**src/rtl/aux_req_pkg.sv**
```systemverilog
package aux_req_pkg;
  localparam int AUX_WORDS = 5;
  localparam int AUX_BYTES = AUX_WORDS * 4;
  localparam int LEN_W     = $clog2(AUX_BYTES + 1);
  localparam int CNT_W     = LEN_W + 1;
  localparam int ADDR_W    = $clog2(AUX_WORDS + 1);
  localparam int WIDX_W    = $clog2(AUX_WORDS);
  localparam int TMO_W     = 16;

  localparam int BUSY_B  = 31;
  localparam int DONE_B  = 30;
  localparam int TMO_B   = 29;
  localparam int RXE_B   = 28;
  localparam int LEN_LSB = 20;

  typedef enum logic [2:0] {
    PH_IDLE,
    PH_TX,
    PH_WAIT,
    PH_RX,
    PH_FIN
  } aux_phase_e;
endpackage

```
**src/rtl/aux_seq.sv**
```systemverilog
module aux_seq
  import aux_req_pkg::*;
#(
  parameter int BYTES = AUX_BYTES,
  parameter int LW    = LEN_W,
  parameter int CW    = CNT_W,
  parameter int TW    = TMO_W
) (
  input  logic          clk,
  input  logic          rst_n,
  input  logic          start,
  input  logic [LW-1:0] req_len,
  input  logic [TW-1:0] limit,
  input  logic          tx_ready,
  input  logic          rx_valid,
  input  logic          rx_last,
  output logic          busy,
  output logic          tx_valid,
  output logic          tx_last,
  output logic [LW-1:0] tx_idx,
  output logic          rx_ready,
  output logic          rx_take,
  output logic [CW-1:0] rx_idx,
  output logic          fin_ok,
  output logic          fin_ovf,
  output logic          fin_tmo,
  output logic [LW-1:0] rx_len
);
  aux_phase_e    ph_q;
  logic [LW-1:0] idx_q;
  logic [TW-1:0] timer_q;
  logic [CW-1:0] cnt_q;
  logic          over_q;

  assign busy     = (ph_q != PH_IDLE);
  assign tx_valid = (ph_q == PH_TX);
  assign tx_last  = (idx_q == req_len - 1'b1);
  assign tx_idx   = idx_q;
  assign rx_ready = (ph_q == PH_WAIT) || (ph_q == PH_RX);
  assign rx_take  = rx_ready && rx_valid;
  assign rx_idx   = cnt_q;
  assign over_q   = (cnt_q > CW'(BYTES));
  assign fin_ok   = (ph_q == PH_FIN) && !over_q;
  assign fin_ovf  = (ph_q == PH_FIN) && over_q;
  assign fin_tmo  = (ph_q == PH_WAIT) && !rx_valid &&
                    (({1'b0, timer_q} + 1'b1) >= {1'b0, limit});
  assign rx_len   = cnt_q[LW-1:0];

  always_ff @(posedge clk or negedge rst_n) begin
    if (!rst_n) begin
      ph_q    <= PH_IDLE;
      idx_q   <= '0;
      timer_q <= '0;
      cnt_q   <= '0;
    end else begin
      case (ph_q)
        PH_IDLE: if (start) begin
          ph_q  <= PH_TX;
          idx_q <= '0;
          cnt_q <= '0;
        end
        PH_TX: if (tx_ready) begin
          if (tx_last) begin
            ph_q    <= PH_WAIT;
            timer_q <= '0;
          end else begin
            idx_q <= idx_q + 1'b1;
          end
        end
        PH_WAIT: begin
          if (rx_valid) begin
            cnt_q <= CW'(1);
            ph_q  <= rx_last ? PH_FIN : PH_RX;
          end else if (fin_tmo) begin
            ph_q <= PH_IDLE;
          end else begin
            timer_q <= timer_q + 1'b1;
          end
        end
        PH_RX: if (rx_valid) begin
          if (!over_q) cnt_q <= cnt_q + 1'b1;
          if (rx_last) ph_q <= PH_FIN;
        end
        PH_FIN:  ph_q <= PH_IDLE;
        default: ph_q <= PH_IDLE;
      endcase
    end
  end
endmodule

```
**src/rtl/aux_data_file.sv**
```systemverilog
module aux_data_file
  import aux_req_pkg::*;
#(
  parameter int WORDS = AUX_WORDS,
  parameter int LW    = LEN_W,
  parameter int CW    = CNT_W,
  parameter int WI    = WIDX_W
) (
  input  logic          clk,
  input  logic          rst_n,
  input  logic          wr_en,
  input  logic [WI-1:0] wr_word,
  input  logic [31:0]   wr_data,
  input  logic [WI-1:0] rd_word,
  output logic [31:0]   rd_data,
  input  logic [LW-1:0] tx_idx,
  output logic [7:0]    tx_byte,
  input  logic          rx_take,
  input  logic [CW-1:0] rx_idx,
  input  logic [7:0]    rx_byte,
  input  logic          commit,
  input  logic [LW-1:0] commit_len
);
  localparam int NB = WORDS * 4;

  logic [7:0]  byte_q [NB];
  logic [7:0]  shad_q [NB];
  logic [31:0] word_v [WORDS];

  for (genvar b = 0; b < NB; b++) begin : g_byte
    localparam int WSEL = b / 4;
    localparam int SH   = 24 - 8 * (b % 4);
    always_ff @(posedge clk or negedge rst_n) begin
      if (!rst_n) begin
        byte_q[b] <= '0;
        shad_q[b] <= '0;
      end else begin
        if (wr_en && wr_word == WI'(WSEL))
          byte_q[b] <= wr_data[SH +: 8];
        else if (commit && LW'(b) < commit_len)
          byte_q[b] <= shad_q[b];
        if (rx_take && rx_idx == CW'(b))
          shad_q[b] <= rx_byte;
      end
    end
  end

  for (genvar w = 0; w < WORDS; w++) begin : g_word
    assign word_v[w] = {byte_q[4*w], byte_q[4*w+1], byte_q[4*w+2], byte_q[4*w+3]};
  end

  assign rd_data = word_v[rd_word];
  assign tx_byte = byte_q[tx_idx];
endmodule

```
**src/rtl/aux_req_engine.sv**
```systemverilog
module aux_req_engine
  import aux_req_pkg::*;
(
  input  logic              clk,
  input  logic              rst_n,
  input  logic              reg_wr_en,
  input  logic [ADDR_W-1:0] reg_wr_addr,
  input  logic [31:0]       reg_wr_data,
  input  logic [ADDR_W-1:0] reg_rd_addr,
  output logic [31:0]       reg_rd_data,
  output logic              tx_valid,
  input  logic              tx_ready,
  output logic [7:0]        tx_data,
  output logic              tx_last,
  input  logic              rx_valid,
  output logic              rx_ready,
  input  logic [7:0]        rx_data,
  input  logic              rx_last
);
  logic             busy, done_q, tmo_q, rxe_q;
  logic [LEN_W-1:0] len_q, new_len, rx_len;
  logic [TMO_W-1:0] lim_q;
  logic             ctrl_wr, data_wr, start_req, len_ok, start;
  logic             rx_take, fin_ok, fin_ovf, fin_tmo;
  logic [LEN_W-1:0] tx_idx;
  logic [CNT_W-1:0] rx_idx;
  logic [31:0]      word_rd, ctrl_word;
  logic [ADDR_W-1:0] wr_m1, rd_m1;
  logic             unused_ok;

  assign unused_ok = ^{reg_wr_data[27:25], reg_wr_data[19:16]};

  assign ctrl_wr   = reg_wr_en && !busy && reg_wr_addr == '0;
  assign data_wr   = reg_wr_en && !busy && reg_wr_addr != '0 &&
                     reg_wr_addr <= ADDR_W'(AUX_WORDS);
  assign new_len   = reg_wr_data[LEN_LSB +: LEN_W];
  assign start_req = ctrl_wr && reg_wr_data[BUSY_B];
  assign len_ok    = new_len != '0 && new_len <= LEN_W'(AUX_BYTES);
  assign start     = start_req && len_ok;
  assign wr_m1     = reg_wr_addr - 1'b1;
  assign rd_m1     = reg_rd_addr - 1'b1;

  always_ff @(posedge clk or negedge rst_n) begin
    if (!rst_n) begin
      done_q <= 1'b0;
      tmo_q  <= 1'b0;
      rxe_q  <= 1'b0;
      len_q  <= '0;
      lim_q  <= '0;
    end else if (ctrl_wr) begin
      len_q <= new_len;
      lim_q <= reg_wr_data[TMO_W-1:0];
      if (start_req) begin
        done_q <= 1'b0;
        tmo_q  <= 1'b0;
        rxe_q  <= !len_ok;
      end else begin
        done_q <= done_q & ~reg_wr_data[DONE_B];
        tmo_q  <= tmo_q  & ~reg_wr_data[TMO_B];
        rxe_q  <= rxe_q  & ~reg_wr_data[RXE_B];
      end
    end else begin
      if (fin_ok) begin
        done_q <= 1'b1;
        len_q  <= rx_len;
      end
      if (fin_ovf) rxe_q <= 1'b1;
      if (fin_tmo) tmo_q <= 1'b1;
    end
  end

  aux_seq u_seq (
    .clk, .rst_n, .start,
    .req_len  (len_q),
    .limit    (lim_q),
    .tx_ready, .rx_valid, .rx_last,
    .busy, .tx_valid, .tx_last, .tx_idx,
    .rx_ready, .rx_take, .rx_idx,
    .fin_ok, .fin_ovf, .fin_tmo, .rx_len
  );

  aux_data_file u_data (
    .clk, .rst_n,
    .wr_en      (data_wr),
    .wr_word    (wr_m1[WIDX_W-1:0]),
    .wr_data    (reg_wr_data),
    .rd_word    (rd_m1[WIDX_W-1:0]),
    .rd_data    (word_rd),
    .tx_idx,
    .tx_byte    (tx_data),
    .rx_take, .rx_idx,
    .rx_byte    (rx_data),
    .commit     (fin_ok),
    .commit_len (rx_len)
  );

  assign ctrl_word = {busy, done_q, tmo_q, rxe_q, 3'b000, len_q, 4'b0000, lim_q};

  always_comb begin
    if (reg_rd_addr == '0)                                reg_rd_data = ctrl_word;
    else if (reg_rd_addr <= ADDR_W'(AUX_WORDS))           reg_rd_data = word_rd;
    else                                                  reg_rd_data = '0;
  end
endmodule


```
**config.mk**
```make
export PLATFORM = sky130hd
export DESIGN_NAME = aux_req_engine
export DESIGN_NICKNAME = d
export VERILOG_FILES = /design/src/rtl/aux_req_pkg.sv /design/src/rtl/aux_seq.sv /design/src/rtl/aux_data_file.sv /design/src/rtl/aux_req_engine.sv
export SDC_FILE = /design/constraint.sdc
export NUM_CORES = 1
export LEC_CHECK = 0
export BUFFER_PORTS_ARGS = -buffer_cell sky130_fd_sc_hd__buf_2
export CAP_MARGIN = 10
export CORE_UTILIZATION = 30
export CTS_BUF_LIST = sky130_fd_sc_hd__clkbuf_16
export DETAILED_ROUTE_END_ITERATION = 10
export GPL_TIMING_DRIVEN = 0
export REMOVE_ABC_BUFFERS = 1
export SLEW_MARGIN = 20
export SYNTH_ARGS = -nofsm -noshare
export SYNTH_HDL_FRONTEND = slang
export SYNTH_SLANG_ARGS = --single-unit
```
**constraint.sdc**
```tcl
create_clock -name clk -period 5.6 [get_ports clk]
set_input_delay 1.12 -clock clk [delete_from_list [all_inputs] [get_ports clk]]
set_output_delay 1.12 -clock clk [all_outputs]
set_load 0.005 [all_outputs]
```
# Yosys cells after proc, flatten, opt, wreduce, memory -nomap -nowiden
# Index checks and enable logic that the tools add are counted.
[op_classes] mux=82 multipliers=0 n_eq_ne=39 order_cmp=27 div=0 bitwise=8 add_sub_neg=7 reduce_logical=100 n_shift=0
[ops] operator="$mux 8" count=42
[ops] operator="$mux 32" count=4
[ops] operator="$bmux 32 s3" count=1
[ops] operator="$mux 16" count=4
[ops] operator="$logic_and 1x1->1" count=57
[ops] operator="$reduce_bool 2->1" count=25
[ops] operator="$eq 6x4->1 const B" count=8
[ops] operator="$bmux 8 s5" count=1
[ops] operator="$lt 4x5->1 const A" count=8
[ops] operator="$pmux 16 s2" count=1
[ops] operator="$mux 5" count=5
[ops] operator="$eq 6x3->1 const B" count=4
[ops] operator="$eq 6x5->1 const B" count=4
[ops] operator="$mux 3" count=8
[ops] operator="$mux 6" count=4
[ops] operator="$lt 3x5->1 const A" count=4
[ops] operator="$lt 5x5->1 const A" count=4
[ops] operator="$pmux 6 s3" count=1
[ops] operator="$add 16x1->17 const B" count=1
[ops] operator="$ge 17x16->1" count=1
[ops] operator="$add 16x1->16 const B" count=1
[ops] operator="$ne 2x2->1 const B" count=8
[ops] operator="$eq 3x2->1 const B" count=4
[ops] operator="$eq 6x2->1 const B" count=2
[ops] operator="33 further kinds" count=61
[totals] wordCells=312 output_inout_bits=43 ramBits=0 input_bits=52 n_memories=0 latchBits=0 reg_bits=374 romBits=0

# Depth between registers and ports, before layout
[depth] ltp_word=8 ltp_mapped=13 ltp_nobuf=12

# Hierarchy
# A second synthesis with hierarchy kept.
[unflattened] cells_unflattened=1926 hier_area_um2=20659.8
[by_module_without_submodules] module="aux_data_file" n_inst=1 cells_each=1460 area_per_inst_um2=16509.6
[by_module_without_submodules] module="aux_seq" n_inst=1 cells_each=297 area_per_inst_um2=2493.6
[by_module_without_submodules] module="aux_req_engine" n_inst=1 cells_each=169 area_per_inst_um2=1656.6

# Worst setup path before layout
# No wires, ideal clock.
[synth_timing] path_kind="input to output" start="in reg_rd_addr[0]" end="out reg_rd_data[10]" arrival_ns=3.197 slack_ns=1.283 required_ns=4.480 stages=9 cell_sequence="clkbuf_1 buf_2 inv_1 ha_1 clkbuf_1 clkbuf_1 mux4_2 a21oi_1 o21ai_0"
[synth_between] elab_chain_cells=7 word_cells_on_any_way=9 classes_between="1 x add/sub; 1 x order compare; 5 x mux; 1 x bitwise; 1 x reduce/logical"
[synth_rtl] item="start, declared" line_no="aux_req_engine.sv:9" rtl="input logic [ADDR_W-1:0] reg_rd_addr,"
[synth_rtl] item="$sub 3x1->3" line_no="aux_req_engine.sv:41" rtl="assign rd_m1 = reg_rd_addr - 1'b1;"
[synth_rtl] item="$not 3->4 (not written as such)" line_no="aux_data_file.sv:52" rtl="assign rd_data = word_v[rd_word];"
[synth_rtl] item="$bmux 32 s3" line_no="aux_data_file.sv:52"
[synth_rtl] item="$mux 32 (not written as such) (2 in series)" line_no="aux_data_file.sv:52"
[synth_rtl] item="$mux 32" line_no="aux_req_engine.sv:101" rtl="else if (reg_rd_addr <= ADDR_W'(AUX_WORDS)) reg_rd_data = word_rd;"
[synth_rtl] item="$mux 32 (*)" line_no="aux_req_engine.sv:100" rtl="if (reg_rd_addr == '0) reg_rd_data = ctrl_word;"
[synth_rtl] item="end, declared" line_no="aux_req_engine.sv:10" rtl="output logic [31:0] reg_rd_data,"
# Mark *: on every way between the ends. The rest lies on a longest branch, timed or not. The select of a mux whose other input is x is not followed.

# Worst setup path in the final report
[layout_timing] start="in reg_rd_addr[0]" end="out reg_rd_data[29]"
# The elaborated chain is that of the path after synthesis.

==> impl_results.md <==
* Post-route worst setup slack at 0.217 ns
* Vias in the first global route at 14700
* Post-Synthesis Cells at 1755
* H-Tree Depth at 2
* Synth Area in Compound Gates at 0.101
* Starting Density at 0.305
* Tot GR Track Use at 0.191
* Max Slew Vio Count at 0
* Pre-CTS WS at -0.154 ns
* Final nets at 1883
* Kind of cell adding the most delay to the critical path: buffers and inverters
* Post-Route WL at 64100 um
* Std-Cell Rows at 93
* Worst r2r dst: u_seq.timer_q[9]
* Iteration-0 DRC Markers at 1380
* Yosys warns at 0
* Gpl congestion at 0.930
* Final period util at 0.961
* CP startpoint kind: input pin
* Non-filler instance count after layout at 2686
* Register area share after synthesis at 0.473
* Stages on worst setup path at 9
* XOR/XNOR share of the synthesized area at 0.00974
* CP Buf/Inv Count at 4
* DRC Markers at 0
* Core region area at 64800 um^2
* Die Width at 259 um
* Distinct cells, synth at 76
* Final hold violation count at 0
* Critical Path AT at 4.26 ns
* Fraction of the mapped netlist area in simple logic gates at 0.0988
* Critical Path Max Stage Delay at 0.76 ns
* Routed vias at 14700
* IO Pins at 95
* Worst path slowest cell: ha_2
* TritonCTS Buffers at 39
* HPWL after detailed placement at 47400 um
* Pleak at 10.6 nW
* Most used DFF post-synth: dfrtp_1
* Max Clk Rate at 186 MHz
* Post-layout util at 0.351
* Final hold slack at 0.504 ns
* First-pass GRT wire length at 96000 um
* Placed Instance Area at 21500 um^2
* Avg Cell Area, Syn at 11.3 um^2
* CTS Sinks at 374
* Worst skew pair latency at 0.56 ns
* R2R cell count at 12
* Clock slew at reported path FFs at 0.06 ns
* Status: finished, final reports clean
* Pin count of the biggest net entering global routing at 100
* Least-Margin Pin Slew at 1.08 ns
* Most frequent cells in the layout: 372 x dfrtp_1, 196 x mux2_2, 179 x nand2_1, 120 x a21oi_1, 120 x mux2i_1
* Clk buf depth at 3
* Worst EP required at 4.48 ns
* Cell Area, Synth at 19800 um^2
* Mux cell area share after synthesis at 0.264
* Root Driver: clkbuf_16
* Buffers on Ports at 94
* Layout cells sized above 1 at 0.281
* Gr ovfl total at 0
* Fin crit period at 5.38 ns
* Hold Path Depth at 1
* Clock skew at 0.0212 ns
* Max IR drop VDD at 0.000233 V
* DR WL/cell at 23.9 um
* Setup-failing EPs final at 0
* Drt pass-1 iters at 5
* Pwr/cell area at 443 nW/um^2
* Worst hold start: u_data.shad_q[122]
* CTS tree: done
* Hold WC Path Type: flip-flop to flip-flop
* Largest family of logic cells by synthesized area: multiplexers
* Max_cap viols at 0
* WS Path Type: input pin to output port
* Reg2Reg Setup Slack at 0.98 ns
* Area delta synth->final at 15.1%
* FF+latch count, synth at 374
* Chip Height at 259 um
* Post-synthesis adder-cell area fraction at 0.0171
* Commonest non-fill, non-tap cell in the layout: dfrtp_1
* Worst hold endpoint: u_data.shad_q[122]
* Fraction of registers with async set/reset at 1.00
* Die area at 67000 um^2
* Via/cell ratio at 5.48
* Critical path peak fanout at 36
* RSZ-0062 raised after global routing: no
* CP Capture Type: output port
* Post-synth EDFFs at 0
* Initial antenna violation count at 4
* Placed insts at 2618
* Fin area at 22800 um^2
* Rel. slew slack at 0.278
* Final ANT Viol Nets at 0
* FF-to-FF Start: u_seq.timer_q[0]
* Critical Path, Cell by Cell: buf_6 > inv_1 > ha_2 > buf_16 > and2_4 > and3_1 > a21oi_1 > o21ai_0 > buf_2
## cells in the mapped netlist, types with 13 or more instances
cell type	number	area (um^2)
mux2_2	196	2210
a21oi_1	120	601
nand2_1	179	672
nand3_1	21	105
nand2_2	17	106
ha_1	27	338
clkbuf_1	76	285
inv_1	56	210
and3_1	31	194
o21ai_0	106	531
and2_1	13	81.3
mux2i_1	120	1200
a31oi_1	19	119
mux4_2	80	1800
a22o_1	18	158
xnor2_1	16	140
a21o_1	19	143
dfrtp_1	374	9360
nor2_1	116	435
buf_2	34	170
## area by class of cell
cell class	instances	area [um^2]
Antenna cell	1	2.50
Clock buffer	39	976
Clock inverter	28	258
Fill cell	6350	42000
Inverter	58	218
Multi-Input combinational cell	1204	9820
Sequential cell	374	9360
Tap cell	855	1070
Timing Repair Buffer	127	1070
## sequential cells by signal (all words and copies together), names as in the netlist
| signal | cells |
|---|---|
| done_q | 1 |
| lim_q | 16 |
| u_seq.tx_idx | 5 |
| rxe_q | 1 |
| len_q | 5 |
| u_seq.timer_q | 16 |
| tmo_q | 1 |
| u_data.byte_q | 160 |
| u_seq.ph_q | 3 |
| u_seq.rx_idx | 6 |
| u_data.shad_q | 160 |
## repair_timing
action / 4_1_cts / 5_1_grt
setup buffers: 0 / 0
hold buffers: 0 / 0
endpoints found under the setup margin: 5 / 2
gates cloned: 0 / 0
endpoints found under the hold margin: 0 / 0
gates resized for setup: 1 / 1
## through the flow
stage,TNS [ns],power (mW)
after floorplan,-27.52,6.21
after global placement,-1738.06,7.30
after detailed placement,-0.296,7.48
after CTS,0,10.1
after global routing,0,10.6
final,0,10.1
## worst max path at each step
stage	start	endpoint	slack (ns)
after detailed placement	reg_rd_addr[0]	reg_rd_data[0]	-0.15
after global routing	reg_rd_addr[0]	reg_rd_data[29]	0.1
after CTS	reg_rd_addr[0]	reg_rd_data[0]	0.10
after floorplan	reg_wr_addr[1]	u_data.byte_q[144]	-1.06
final	reg_rd_addr[0]	reg_rd_data[29]	0.22
after global placement	reg_wr_addr[0]	u_data.byte_q[159]	-6.04
## where the power goes
group	internal, mW	switching, mW	total (mW)
logic	1.60	1.57	3.17
clock network	1.46	1.13	2.59
registers	3.52	0.801	4.32
## per-layer routing
metal  GRT usage  vias up  wire [um]
met2       0.300      583      29100
met5           0        -         39
met3      0.0435      115       5040
met4      0.0482        6       1650
li1            -     6409          -
met1       0.266     7603      28300
## cell families (layout without fill, tap and decap cells)
| family | Yosys count | count (layout) |
|---|---|---|
| fa+ha+maj | 27 | 27 |
| buf+inv | 177 | 252 |
| simple gates | 425 | 425 |
| compound gates | 333 | 333 |
| other cells | 0 | 1 |
| xor+xnor | 22 | 22 |
| flops | 374 | 374 |
| mux | 397 | 397 |
## worst reg2reg max path, delay by kind of cell, from the launching register on
kind,cells,cell delay [ns]
AOI/OAI and AO/OA,4,1.76
xor gates and xnor gates,1,0.20
adders and majority gates,2,0.55
DFF,1,0.49
muxes,1,0.40
and+or+nand+nor,4,1.10
(Power assumes the default switching activity.)
